## src/rtl/apbdiv_pkg.sv

```systemverilog
package apbdiv_pkg;
  typedef enum logic {
    PH_IDLE   = 1'b0,
    PH_ACCESS = 1'b1
  } apb_phase_e;
endpackage

```

## src/rtl/div_tick_gen.sv

```systemverilog
module div_tick_gen #(
  parameter int DIV = 4
) (
  input  logic pclk,
  input  logic presetn,
  output logic tick
);
  localparam int CW = (DIV > 1) ? $clog2(DIV) : 1;
  localparam logic [CW-1:0] LAST = CW'(DIV - 1);

  logic [CW-1:0] phase_q;

  always_ff @(posedge pclk or negedge presetn) begin
    if (!presetn)           phase_q <= '0;
    else if (phase_q == LAST) phase_q <= '0;
    else                    phase_q <= phase_q + 1'b1;
  end

  assign tick = (phase_q == LAST);


  tick_gap_chk: assert property (@(posedge pclk) disable iff (!presetn)
    tick |=> !tick);
endmodule

```

## src/rtl/apb_wait_ctl.sv

```systemverilog
module apb_wait_ctl
  import apbdiv_pkg::*;
#(
  parameter int DIV = 4
) (
  input  logic pclk,
  input  logic presetn,
  input  logic psel,
  input  logic penable,
  input  logic tick,
  output logic pready
);
  localparam int WCW = $clog2(DIV + 1) + 1;

  apb_phase_e ph_q, ph_d;

  always_comb begin
    ph_d = PH_IDLE;
    if (psel && !penable)
      ph_d = PH_ACCESS;
    else if (ph_q == PH_ACCESS && psel && penable && !tick)
      ph_d = PH_ACCESS;
  end

  always_ff @(posedge pclk or negedge presetn) begin
    if (!presetn) ph_q <= PH_IDLE;
    else          ph_q <= ph_d;
  end

  assign pready = (ph_q == PH_ACCESS) && psel && penable && tick;

  // Checker: consecutive stalled access cycles
  logic [WCW-1:0] stall_q;
  always_ff @(posedge pclk or negedge presetn) begin
    if (!presetn) stall_q <= '0;
    else if (psel && penable && !pready) stall_q <= stall_q + 1'b1;
    else stall_q <= '0;
  end


  ready_in_access_chk: assert property (@(posedge pclk) disable iff (!presetn)
    pready |-> (psel && penable));

  ready_single_chk: assert property (@(posedge pclk) disable iff (!presetn)
    pready |=> !pready);

  wait_bound_chk: assert property (@(posedge pclk) disable iff (!presetn)
    int'(stall_q) < DIV);
endmodule

```

## src/rtl/slow_regbank.sv

```systemverilog
module slow_regbank #(
  parameter int NREG = 4,
  parameter int DW   = 32,
  parameter int IW   = 2
) (
  input  logic          pclk,
  input  logic          presetn,
  input  logic          wr_en,
  input  logic [IW-1:0] idx,
  input  logic [DW-1:0] wdata,
  output logic [DW-1:0] rdata
);
  logic [DW-1:0] regs_q [NREG];

  always_ff @(posedge pclk or negedge presetn) begin
    if (!presetn) begin
      for (int i = 0; i < NREG; i++) regs_q[i] <= '0;
    end else if (wr_en) begin
      for (int i = 0; i < NREG; i++)
        if (idx == IW'(i)) regs_q[i] <= wdata;
    end
  end

  always_comb begin
    rdata = '0;
    for (int i = 0; i < NREG; i++)
      if (idx == IW'(i)) rdata = regs_q[i];
  end
endmodule

```

## src/rtl/apb_slowreg_slave.sv

```systemverilog
module apb_slowreg_slave #(
  parameter int DIV  = 4,
  parameter int NREG = 4,
  parameter int DW   = 32,
  parameter int AW   = 8
) (
  input  logic          pclk,
  input  logic          presetn,
  input  logic          psel,
  input  logic          penable,
  input  logic          pwrite,
  input  logic [AW-1:0] paddr,
  input  logic [DW-1:0] pwdata,
  output logic          pready,
  output logic [DW-1:0] prdata
);
  localparam int IW = (NREG > 1) ? $clog2(NREG) : 1;

  logic          tick_w;
  logic          hit;
  logic          wr_en;
  logic [IW-1:0] idx;
  logic [DW-1:0] bank_rdata;
  logic [AW-3:0] word;

  assign word = paddr[AW-1:2];
  assign hit  = (paddr[1:0] == 2'b00) && (int'(word) < NREG);
  assign idx  = word[IW-1:0];

  div_tick_gen #(.DIV(DIV)) u_div (
    .pclk(pclk), .presetn(presetn), .tick(tick_w)
  );

  apb_wait_ctl #(.DIV(DIV)) u_wait (
    .pclk(pclk), .presetn(presetn), .psel(psel), .penable(penable),
    .tick(tick_w), .pready(pready)
  );

  assign wr_en = pready && pwrite && hit;

  slow_regbank #(.NREG(NREG), .DW(DW), .IW(IW)) u_bank (
    .pclk(pclk), .presetn(presetn), .wr_en(wr_en), .idx(idx),
    .wdata(pwdata), .rdata(bank_rdata)
  );

  assign prdata = (pready && !pwrite && hit) ? bank_rdata : '0;


  write_on_tick_chk: assert property (@(posedge pclk) disable iff (!presetn)
    wr_en |-> tick_w);

  data_with_ready_chk: assert property (@(posedge pclk) disable iff (!presetn)
    (prdata != '0) |-> pready);
endmodule

```

## config.mk

```make
export PLATFORM = sky130hd
export DESIGN_NAME = apb_slowreg_slave
export DESIGN_NICKNAME = d
export VERILOG_FILES = /design/src/rtl/apbdiv_pkg.sv /design/src/rtl/div_tick_gen.sv /design/src/rtl/apb_wait_ctl.sv /design/src/rtl/slow_regbank.sv /design/src/rtl/apb_slowreg_slave.sv
export SDC_FILE = /design/constraint.sdc
export NUM_CORES = 1
export LEC_CHECK = 0
export BUFFER_PORTS_ARGS = -buffer_cell sky130_fd_sc_hd__buf_2
export CAP_MARGIN = 20
export CORE_MARGIN = 2
export CORE_UTILIZATION = 51
export CTS_CLUSTER_DIAMETER = 60
export DETAILED_ROUTE_END_ITERATION = 12
export GPL_TIMING_DRIVEN = 0
export PLACE_DENSITY = 0.75
export SLEW_MARGIN = 10
export SYNTH_ARGS = -nofsm -noshare
export SYNTH_HDL_FRONTEND = slang
export SYNTH_HIERARCHICAL = 1
export SYNTH_SLANG_ARGS = --single-unit
```

## constraint.sdc

```tcl
create_clock -name pclk -period 2.59 [get_ports pclk]
set_clock_uncertainty 0.2 [all_clocks]
set_input_delay 0.259 -clock pclk [delete_from_list [all_inputs] [get_ports pclk]]
set_output_delay 0.259 -clock pclk [all_outputs]
set_load 0.05 [all_outputs]
```

# Yosys cells after proc, flatten, opt, wreduce, memory -nomap -nowiden
# Cells that the tools add are included.
# W data, S select, Z words.
# totals
register_bits	131
out_inout_bits	33
wordCells	39
# op_classes
n_addsub	1
magnitude_cmp	1
n_eq_ne	4
muxes	8
reduce_logical	19
# ops
operator	count
$mux W32	5
$logic_and A1 B1 Y1	10
$reduce_and A2 Y1	4
$eq A2 B2 Y1 const B	3
$lt A6 B3 Y1 const B	1
$logic_not A2 Y1	2
$logic_not A1 Y1	3
$add A2 B1 Y2 const B	1
$eq A2 B1 Y1 const B	1
$mux W1	2
$mux W2	1

# Depth between registers and ports, before layout
# depth
ltp_word	6
depth_mapped	7

# Hierarchy
# Netlist, hierarchy kept.
# modules_own_cells
mod	instances	cells_each	area_each_um2
slow_regbank	1	312	5534.1
apb_slowreg_slave	1	76	568.0
div_tick_gen	1	4	66.3
apb_wait_ctl	1	4	48.8

# Least setup slack after synthesis
# OpenSTA, ideal clock, no wires.
# synth_timing
path_kind	flip-flop to output port
startpoint	reg u_div.phase_q[0]
endpoint	out prdata[0]
arrival_ns	2.537
t_required_ns	2.131
setup_slack_ns	-0.406
path_stages_with_launch	6
cell_sequence	dfrtp_1 -> ha_1 -> and4_2 -> or4b_1 -> buf_2 -> nor3_1
# synth_via
elab_chain_cells	5
# synth_rtl
element	line_no	text
start: declaration	div_tick_gen.sv:11	logic [CW-1:0] phase_q;
start signal: assignment	div_tick_gen.sv:16	else phase_q <= phase_q + 1'b1;
$eq A2 B2 Y1	div_tick_gen.sv:19	assign tick = (phase_q == LAST);
net tick_w	apb_slowreg_slave.sv:19	logic tick_w;
$logic_and A1 B1 Y1	apb_wait_ctl.sv:30	assign pready = (ph_q == PH_ACCESS) && psel && penable && tick;
net pready	apb_slowreg_slave.sv:14	output logic pready,
$logic_and A1 B1 Y1 (2 in a row)	apb_slowreg_slave.sv:46	assign prdata = (pready && !pwrite && hit) ? bank_rdata : '0;
$mux W32	apb_slowreg_slave.sv:46	
end: declaration	apb_slowreg_slave.sv:15	output logic [DW-1:0] prdata
# The timed path passes the listed nets, and every way through them passes these cells.

# Worst setup path after layout
# layout_timing
startpoint	reg u_div.phase_q[0]
endpoint	out prdata[22]
# layout_via
elab_chain_cells	5
# layout_rtl
element	line_no
$eq A2 B2 Y1	div_tick_gen.sv:19
net tick_w	apb_slowreg_slave.sv:19
$logic_and A1 B1 Y1	apb_wait_ctl.sv:30
$logic_and A1 B1 Y1 (2 in a row)	apb_slowreg_slave.sv:46
$mux W32	apb_slowreg_slave.sv:46
# The timed path passes the listed nets, and every way through them passes these cells.

==> metrics.yaml <==
status:
  status: "finished with violations"
  violations: "setup timing"
cts:
  cts_tree: "done"
  cts_sinks: 131
  clockBufferDepth: 2
  h-tree-depth: 4
  root_buffer: "clkbuf_16"
  clk_latency_ns: 0.41
  cts.clk_slew.worst_paths_ns: 0.06
  cts_made_buffers: 17
grt:
  grt_antenna_before_repair: 0
  grt_pass1_wl_um: 21000
  grt_pass1_vias: 4109
  grt_max_degree: 87
  grt.overflow.total: 0
  track_usage_pct: 21.4
sta:
  setup_violations: 59
  fmax_ghz: 0.365
  timing.slew.headroom_pct: 52.8
  post-route-min-period_ns: 2.74
  slew_violations: 0
  hold_viol: 0
  worst_pin_slew_ns: 0.707
  holdWs_ns: 0.0655
  fin_crit_sh_pct: 106
  setup_ws_ns: -0.146
  rsz0062_at_grt: "true"
routing:
  first_pass_iters: 4
  drtAntennaViolNets: 0
  vias: 3808
  initialDrtViolationCount: 113
  drc: 0
  wl_per_cell_um: 18.3
  routed_wl_um: 12800
  routed_via_density: 5.42
synth:
  ys_seq_area_share_pct: 52.7
  ys_ff_latch: 131
  synth_top_area_share_pct: 52.7
  synth_fp_nets: 442
  synth_edf_count: 0
  synth_cells: 396
  yosysTopAreaCell: "dfrtp_1"
  synth_area_um2: 6220
  synth_area_leaders: "dfrtp_1 53%, mux2_2 22%, mux4_2 12%"
  ys_warn_count: 6
  synth_cell_types: 27
  ys.flop_type: "dfrtp_1"
  synth-async-reset-ratio_pct: 100
  postSynthAreaPerCell_um2: 15.7
placement:
  post-place-ws_ns: -0.411
  dp_hpwl_um: 8090
  portBuffers: 75
  routabilityCongestion: 0.728
  place_area_um2: 6990
worst_setup_path:
  crit_path_top_delay_cell: "or4b_4"
  start_kind: "flip-flop"
  critPathRequiredTime_ns: 2.13
  path_class: "reg -> out"
  crit_fanout: 10
  crit_chain: "ha_2 > and4_4 > or4b_4 > buf_8 > buf_12 > nor3_4 > buf_6"
  end_kind: "primary output"
  slowest_delay_ns: 0.48
  arrival_ns: 2.28
power:
  power.total_mw: 4.60
  powerDensity_nw_per_um2: 549
  max-vdd-ir-drop_mv: 0.417
  leakage_nw: 4.40
floorplanning:
  dieArea_um2: 13100
  die_width_um: 114
  initial_utilization_pct: 52.0
  core_um2: 12000
  ios: 78
  rows: 40
  die_height_um: 114
worst_hold_path:
  hold_class: "in -> reg"
final_layout:
  stdcell_area_um2: 8390
  num_antenna_cells: 0
  drive_gt1_share_pct: 62.2
  fin_nets: 588
  area_delta_synth_final_pct: 34.9
job:
  max_cap_viol_count: 0
## cells in the final DEF, fill, tap and decap left out, drive strengths merged
cell / count
mux4: 32
nand3b: 2
or4: 1
nor3: 32
or4b: 1
nor3b: 1
clkinvlp: 6
dfrtp: 131
nand2: 1
inv: 32
and4: 1
a21boi: 1
nand2b: 1
nand3: 1
dlygate4sd3: 35
nor2: 1
clkbuf: 23
mux2: 128
buf: 117
bufinv: 2
ha: 1
clkinv: 4
nor4: 1
## registers in the layout (all words and copies together), names as in the netlist
register	flops
u_bank/regs_q	128
u_div/phase_q	2
u_wait/ph_q	1
## timing repair
action,in CTS,in global routing
hold endpoints to repair,174,0
pin swaps,1,3
buffers inserted,4,11
gates resized for setup,76,26
setup endpoints to repair,122,117
hold buffers,35,0
cloned,0,2
## metal layers
metal / share of wire, % / vias up / track usage (%)
met2: 53 / 78 / 37.2
met3: 3.9 / 16 / 5.51
met5: 0 / - / 0
li1: - / 1736 / -
met1: 42 / 1978 / 26.4
met4: 1.3 / 0 / 6.67
## area by class of cell
| cell class | instances | area (µm²) |
|---|---|---|
| flip-flops and latches | 131 | 3280 |
| multi-input cells | 205 | 2840 |
| fillers | 789 | 3570 |
| plain buffers | 28 | 277 |
| inverters | 32 | 120 |
| clock inverters | 12 | 133 |
| clock buffers | 20 | 457 |
| well taps | 147 | 184 |
| repair buffers | 127 | 1090 |
## report_power, final
group	internal (mW)	total [mW]	switching (mW)
Sequential	2.05	2.05	0.00182
Combinational	0.0983	0.221	0.123
Clock	1.46	2.33	0.865
Total	3.61	4.60	0.990
## stage by stage
| step | utilization, % | std cells | TNS [ns] |
|---|---|---|---|
| 2_1_floorplan | - | 396 | -0.812 |
| 3_3_place_gp | 58.2 | 618 | -91.50 |
| 3_5_place_dp | 58.5 | 619 | -30.90 |
| 4_1_cts | 68.6 | 690 | -4.73 |
| 5_1_grt | 70.1 | 702 | -13.97 |
| 6_report | 70.1 | 702 | -5.70 |
## cells by family after synthesis
family | count (synthesis) | synth area share, %
AO/OA/AOI/OAI | 1 | 0.121
adder cells (fa/ha/maj) | 1 | 0.201
buffers and inverters | 60 | 5.33
AND/OR/NAND/NOR | 43 | 6.84
multiplexers | 160 | 34.8
flip-flops | 131 | 52.7
## cell usage after synthesis (all sizes together) (2+ instances only)
library cell    n
clkbuf          3
mux2          128
buf            25
inv            32
dfrtp         131
nand3b          2
mux4           32
nor3           32
## worst max-delay path, delay by kind of cell (launching register included)
kind                       cells  cell delay [ns]
and+or+nand+nor                3             0.84
buffers and inverters          3             0.50
DFF                            1             0.35
adders and majority gates      1             0.18
## worst paths after layout
path                                     from                  to  slack (ns)  cells past startpoint
max                          u_div/phase_q[0]          prdata[22]       -0.15                      7
max reg2reg                  u_div/phase_q[0]  u_bank/regs_q[124]       -0.09                      9
min                                  paddr[2]   u_bank/regs_q[64]        0.07                      3
min in group asynchronous             presetn    u_div/phase_q[0]        0.14                      2
min reg2reg                u_bank/regs_q[121]  u_bank/regs_q[121]        0.28                      1
max in group asynchronous             presetn  u_bank/regs_q[105]        1.31                      3
Power figures use the tool's default switching activity.
